### src/rtl/fwd_pkg.sv
package fwd_pkg;

    // Source code presented on sel_a / sel_b
    typedef enum logic [1:0] {
        FWD_RF  = 2'b00,
        FWD_WB  = 2'b01,
        FWD_MEM = 2'b10
    } fwd_src_e;

endpackage

### src/rtl/fwd_hit.sv
// Match detector for one producing stage against one consumer register.
module fwd_hit #(
    parameter int REG_W = 5
) (
    input  logic             wr_en,
    input  logic [REG_W-1:0] dst,
    input  logic [REG_W-1:0] src,
    output logic             hit
);

    always_comb begin
        hit = wr_en && (dst != '0) && (dst == src);
    end

endmodule

### src/rtl/fwd_pick.sv
// Priority resolution and data steering for one operand.
module fwd_pick
    import fwd_pkg::*;
#(
    parameter int DATA_W = 32
) (
    input  logic              hit_mem,
    input  logic              hit_wb,
    input  logic [DATA_W-1:0] rf_val,
    input  logic [DATA_W-1:0] mem_val,
    input  logic [DATA_W-1:0] wb_val,
    output fwd_src_e          sel,
    output logic [DATA_W-1:0] val
);

    // younger producer first
    always_comb begin
        if (hit_mem) begin
            sel = FWD_MEM;
        end else if (hit_wb) begin
            sel = FWD_WB;
        end else begin
            sel = FWD_RF;
        end
    end

    always_comb begin
        unique case (sel)
            FWD_MEM: val = mem_val;
            FWD_WB:  val = wb_val;
            default: val = rf_val;
        endcase
    end

endmodule

### src/rtl/fwd_unit.sv
module fwd_unit
    import fwd_pkg::*;
#(
    parameter int DATA_W = 32,
    parameter int REG_W  = 5
) (
    input  logic [REG_W-1:0]  ex_src_a,
    input  logic [REG_W-1:0]  ex_src_b,
    input  logic [DATA_W-1:0] rf_val_a,
    input  logic [DATA_W-1:0] rf_val_b,
    input  logic              mem_wr_en,
    input  logic [REG_W-1:0]  mem_dst,
    input  logic [DATA_W-1:0] mem_result,
    input  logic              wb_wr_en,
    input  logic [REG_W-1:0]  wb_dst,
    input  logic [DATA_W-1:0] wb_value,
    output logic [1:0]        sel_a,
    output logic [1:0]        sel_b,
    output logic [DATA_W-1:0] opnd_a,
    output logic [DATA_W-1:0] opnd_b
);

    localparam int NUM_OPS = 2;

    logic [REG_W-1:0]  src_arr [NUM_OPS];
    logic [DATA_W-1:0] rf_arr  [NUM_OPS];
    logic [DATA_W-1:0] val_arr [NUM_OPS];
    fwd_src_e          sel_arr [NUM_OPS];

    assign src_arr[0] = ex_src_a;
    assign src_arr[1] = ex_src_b;
    assign rf_arr[0]  = rf_val_a;
    assign rf_arr[1]  = rf_val_b;

    // identical, independent path per operand
    for (genvar g = 0; g < NUM_OPS; g++) begin : g_op
        logic hit_mem;
        logic hit_wb;

        fwd_hit #(.REG_W(REG_W)) u_hit_mem (
            .wr_en (mem_wr_en),
            .dst   (mem_dst),
            .src   (src_arr[g]),
            .hit   (hit_mem)
        );

        fwd_hit #(.REG_W(REG_W)) u_hit_wb (
            .wr_en (wb_wr_en),
            .dst   (wb_dst),
            .src   (src_arr[g]),
            .hit   (hit_wb)
        );

        fwd_pick #(.DATA_W(DATA_W)) u_pick (
            .hit_mem (hit_mem),
            .hit_wb  (hit_wb),
            .rf_val  (rf_arr[g]),
            .mem_val (mem_result),
            .wb_val  (wb_value),
            .sel     (sel_arr[g]),
            .val     (val_arr[g])
        );
    end

    assign sel_a  = sel_arr[0];
    assign sel_b  = sel_arr[1];
    assign opnd_a = val_arr[0];
    assign opnd_b = val_arr[1];

endmodule

### config.mk
export PLATFORM = sky130hd
export DESIGN_NAME = fwd_unit
export DESIGN_NICKNAME = d
export VERILOG_FILES = /design/src/rtl/fwd_pkg.sv /design/src/rtl/fwd_hit.sv /design/src/rtl/fwd_pick.sv /design/src/rtl/fwd_unit.sv
export SDC_FILE = /design/constraint.sdc
export NUM_CORES = 1
export LEC_CHECK = 0
export BUFFER_PORTS_ARGS = -buffer_cell sky130_fd_sc_hd__buf_4
export CELL_PAD_IN_SITES_DETAIL_PLACEMENT = 1
export CELL_PAD_IN_SITES_GLOBAL_PLACEMENT = 2
export CORE_ASPECT_RATIO = 1.5
export CORE_UTILIZATION = 14
export DETAILED_ROUTE_END_ITERATION = 16
export PLACE_DENSITY = 0.88
export SETUP_SLACK_MARGIN = 0.3
export SLEW_MARGIN = 5
export SYNTH_ARGS = -nofsm -noshare
export SYNTH_HDL_FRONTEND = slang
export SYNTH_HIERARCHICAL = 1
export SYNTH_SLANG_ARGS = --single-unit
### constraint.sdc
create_clock -name vclk -period 1.36
set_input_delay 0 -clock vclk [all_inputs]
set_output_delay 0 -clock vclk [all_outputs]
set_load 0.005 [all_outputs]
== After elaboration in Yosys (flattened, before gate mapping) ==
Cells that the tools add are included.
Operators by class
  equal/unequal tests: 8
  multiplexer cells: 6
  reduce and logical (&&, ||, !) cells: 8
Operators by type and width (number)
  $pmux W32 S2: 2
  $eq A5 B5 Y1: 4
  $reduce_bool A5 Y1: 2
  $logic_and A1 B1 Y1: 6
  $eq A2 B1 Y1 const B: 2
  $eq A2 B2 Y1 const B: 2
  $mux W2: 2
  $mux W1: 2
Storage, ports and cells
  bits in registers: 0
  input port bits: 150
  output and inout bits: 68
  logic and storage cells: 22

== Depth between registers and ports, before layout ==
  depth in word-level cells: 7
  depth in mapped cells: 7
  mapped depth without buffers: 5

== By module ==
The synthesis kept the hierarchy.
By module, submodules not included
  fwd_pick: times used 2, cells each 109, area each 719.4 sq um, sequential area each 0.0 sq um
  fwd_hit: times used 4, cells each 10, area each 76.3 sq um, sequential area each 0.0 sq um

== Least setup slack after synthesis ==
Ideal clock, no wire load.
  kind: in2out
  start point: input ex_src_a[3]
  end point: output opnd_a[0]
  arrival: 1.038 ns
  data required time: 1.360 ns
  setup slack: 0.322 ns
  stages on the path: 7
  path buffers: 2
  cells stage by stage: xor2_1 nor3_1 and4_1 buf_6 buf_12 mux2i_1 o21ai_1
On the way
  cells in the longest elaborated chain, start to end: 6
  elaborated cells between the ends (all ways): 9
  those cells by class: eq/ne: 4; mux: 3; reduce/logical: 2
Ends and longest elaborated chain
  from (decl): RTL line fwd_unit.sv:7  | input logic [REG_W-1:0] ex_src_a,
  $eq A5 B5 Y1 *: RTL line fwd_hit.sv:12  | hit = wr_en && (dst != '0) && (dst == src);
  $logic_and A1 B1 Y1 *: RTL line fwd_hit.sv:12
  net g_op[0].hit_wb: RTL line fwd_unit.sv:38  | logic hit_wb;
  $mux W1 *: RTL line fwd_pick.sv:20  | end else if (hit_wb) begin
  $mux W2 *: RTL line fwd_pick.sv:18  | if (hit_mem) begin
  $eq A2 B1 Y1 or $eq A2 B2 Y1 (tied branches): RTL line fwd_pick.sv:28  | unique case (sel)
  $pmux W32 S2 *: RTL line fwd_pick.sv:28
  to (decl): RTL line fwd_unit.sv:19  | output logic [DATA_W-1:0] opnd_a,
The timed path passes the listed nets; every way through them passes the cells marked *.

== Worst setup path after layout ==
  start point: input ex_src_a[3]
  end point: output opnd_a[22]
On the way
  cells in the longest elaborated chain, start to end: 6
  elaborated cells between the ends (all ways): 9
  those cells by class: eq/ne: 4; mux: 3; reduce/logical: 2
Ends and longest elaborated chain (RTL line)
  $eq A5 B5 Y1: fwd_hit.sv:12
  $logic_and A1 B1 Y1: fwd_hit.sv:12
  $mux W1: fwd_pick.sv:20
  $mux W2 *: fwd_pick.sv:18
  $eq A2 B1 Y1 or $eq A2 B2 Y1 (tied branches): fwd_pick.sv:28
  $pmux W32 S2 *: fwd_pick.sv:28
Every way passes the cells marked *; elsewhere a longest branch is shown, timed or not.

==> metrics.md <==
| Metric | Value |
|---|---|
| Result of the run | `finished with violations` |
| Violations in the final reports | `negative setup slack` |
| Routed length per instance | `17.7 um` |
| Total power per unit cell area | `249 nW/um2` |
| Post-synthesis share of cell area spent on full adders, half adders and majority gates | `0` |
| Overall routing resource usage | `0.156` |
| Syn nets | `approximately 410` |
| Synth-to-layout area growth | `138%` |
| Area share of xor/xnor cells in the synthesized design | `0.0803` |
| Required time at the endpoint of the critical path | `between 1 and 1.5 ns` |
| Count of cells along the worst hold path | `4` |
| Flip-flop and latch count | `0` |
| Shortest period the worst path allows | `1.44 ns` |
| Iteration-0 DRC Markers | `60` |
| Total I/O pin count | `roughly 220` |
| Share of post-route cells with drive strength above 1 | `0.609` |
| Sequential-to-total area share from yosys stat | `0` |
| Maximum ir drop on the vdd rail | `approximately 0.11 mV` |
| Initial core utilization | `0.144` |
| Peak Freq | `~0.7 GHz` |
| Transition time at the pin with the least slew margin | `0.246 ns` |
| Clock tree buffer count of the final layout | `0` |
| Number of nets in the layout | `630` |
| Capture endpoint of the worst hold path | `opnd_a[9]` |
| Average vias per placed instance | `4.54` |
| Die height | `139 um` |
| Pin count of the biggest net entering global routing | `33` |
| Post-synthesis area per instance | `approximately 6.8 um2` |
| Setup repair after global routing missed its margin | `yes` |
| Crit-path max FO | `8` |
| Wire length of the first global-routing pass | `~16000 um` |
| Drc violations | `0` |
| Cell row count | `around 50` |
| Category of the worst setup path capture point | `output port` |
| Remaining max-slew budget at the tightest pin | `0.835` |
| Launching element type of the critical path | `input port` |
| Final WL | `between 10000 and 15000 um` |
| Number of antenna violations at the first check in global routing | `0` |
| Total Neg Setup Slack | `-1.72 ns` |
| Final HPWL DP | `about 7900 um` |
| Simple-Gate Fraction of Synth Area | `0.228` |
| Worst Hold Launch | `mem_result[9]` |
| Die area | `between 10000 and 15000 um2` |
| Post-layout worst setup margin | `-0.0824 ns` |
| Number of detailed-routing iterations run before antenna repair | `4` |
| ANT nets after route | `0` |
| Cell count after synthesis | `258` |
| Count of endpoints failing setup in the final report | `46` |
| Count of port buffers added during placement | `218` |
| Worst setup path class | `input port to output port` |
| Share of the cycle needed by the critical path after routing | `1.06` |
| Mapped cell area | `~1700 um2` |
| Endpoints failing hold | `0` |
| Post-layout power | `between 0.001 and 0.0015 W` |
| Final core utilization | `0.343` |
| Count of final max-slew check failures | `0` |
| Ant diodes | `0` |
| Reg area | `0 um2` |
| Cts hold-fix bufs | `0` |
| Routability congestion estimate from global placement | `~0.87` |
| Main combinational cell family by area after synthesis | `multiplexers` |
| Global route overflow | `0` |
| Share of the synthesized area in compound gates (AO/OA/AOI/OAI) | `0.195` |
| # Max-Cap Violations | `0` |
| Horizontal die dimension | `between 90 and 100 um` |
| Class of the worst hold path | `input port to output port` |
| Warnings from Yosys | `6` |
| Worst Path Arrival | `roughly 1.4 ns` |
| Number of global-route vias before repair | `3163` |
| Mux share of post-synthesis cell area | `0.367` |
| Unique cell type count in the Yosys netlist | `16` |
| Total via count after detailed routing | `2863` |
| Static leakage power | `roughly 1.7 nW` |
| Core area | `approximately 12000 um2` |
power by group:
part | switching (W) | internal (W)
Clock | 0 | 0
Sequential | 0 | 0
Combinational | 0.000390 | 0.000642
placed cells by master (no fill, tap or decap), drive strengths merged, types with 4 or more instances in the layout:
cell type / count
or2: 4
mux2i: 64
buf: 240
nor3: 4
nor4: 4
xnor2: 4
o21ai: 68
and4: 4
clkbuf: 4
nand2: 68
xor2: 12
cell usage after synthesis:
cell,count,area share
sky130_fd_sc_hd__or2_0,4,0.014
sky130_fd_sc_hd__buf_12,6,0.069
sky130_fd_sc_hd__buf_2,12,0.034
sky130_fd_sc_hd__o21ai_1,62,0.18
sky130_fd_sc_hd__xnor2_1,4,0.020
sky130_fd_sc_hd__clkbuf_1,2,0.0043
sky130_fd_sc_hd__xor2_1,12,0.060
sky130_fd_sc_hd__mux2i_1,64,0.37
sky130_fd_sc_hd__nand2_1,68,0.15
sky130_fd_sc_hd__buf_6,2,0.013
sky130_fd_sc_hd__o21ai_0,6,0.017
sky130_fd_sc_hd__and4_1,4,0.020
sky130_fd_sc_hd__nor4_2,4,0.029
sky130_fd_sc_hd__nor2b_1,2,0.0072
sky130_fd_sc_hd__nor3_1,4,0.011
sky130_fd_sc_hd__buf_4,2,0.0086
layout make-up:
type	instances	area [um2]
multi-input cells	234	1720
fillers	1453	7930
repair buffers	244	2240
well taps	153	191
what timing repair did:
action                                  CTS  global route
gates cloned                              6             5
pin swaps                                 3            13
resized for setup                        33            46
setup buffers                             5             1
endpoints found under the setup margin   68            68
cell families after synthesis:
| logic type | count (synthesis) |
|---|---|
| muxes | 64 |
| and+or+nand+nor | 86 |
| AOI/OAI and AO/OA | 68 |
| buffers and inverters | 24 |
| xor gates and xnor gates | 16 |
metrics by stage:
stage / hold WS, ns / cell area (um2) / instances / setup WS [ns]
final: 0.281 / 4150 / 631 / -0.0824
after global routing: 0.301 / 4150 / 631 / -0.167
after CTS: 0.300 / 3840 / 625 / -0.0837
after detailed placement: 0.293 / 3520 / 614 / -0.112
after global placement: 0.290 / 3520 / 614 / -0.0708
after floorplan: 0.102 / 1740 / 258 / 0.322
worst max-delay path: stages:
cell and delay, ns:
sky130_fd_sc_hd__buf_8 0.11, sky130_fd_sc_hd__xor2_2 0.17, sky130_fd_sc_hd__nor3_2 0.24, sky130_fd_sc_hd__and4_4 0.42, sky130_fd_sc_hd__buf_6 0.17, sky130_fd_sc_hd__buf_16 0.13
sky130_fd_sc_hd__o21ai_1 0.07, sky130_fd_sc_hd__buf_4 0.13
worst max path at each step:
stage                            from    endpoint
after global routing      ex_src_a[4]  opnd_a[30]
after detailed placement  ex_src_b[3]   opnd_b[6]
final                     ex_src_a[3]  opnd_a[22]
after CTS                 ex_src_a[3]   opnd_a[1]
after global placement    ex_src_b[3]   opnd_b[1]
after floorplan           ex_src_a[3]   opnd_a[0]
routing by layer:
metal | track usage | wire length (um) | vias up
met4 | 0.0364 | 300 | 0
li1 | - | - | 1352
met3 | 0.0203 | 693 | 22
met5 | 0 | 0 | -
met1 | 0.155 | 3720 | 1349
met2 | 0.324 | 6470 | 140
(Power assumes the default switching activity.)
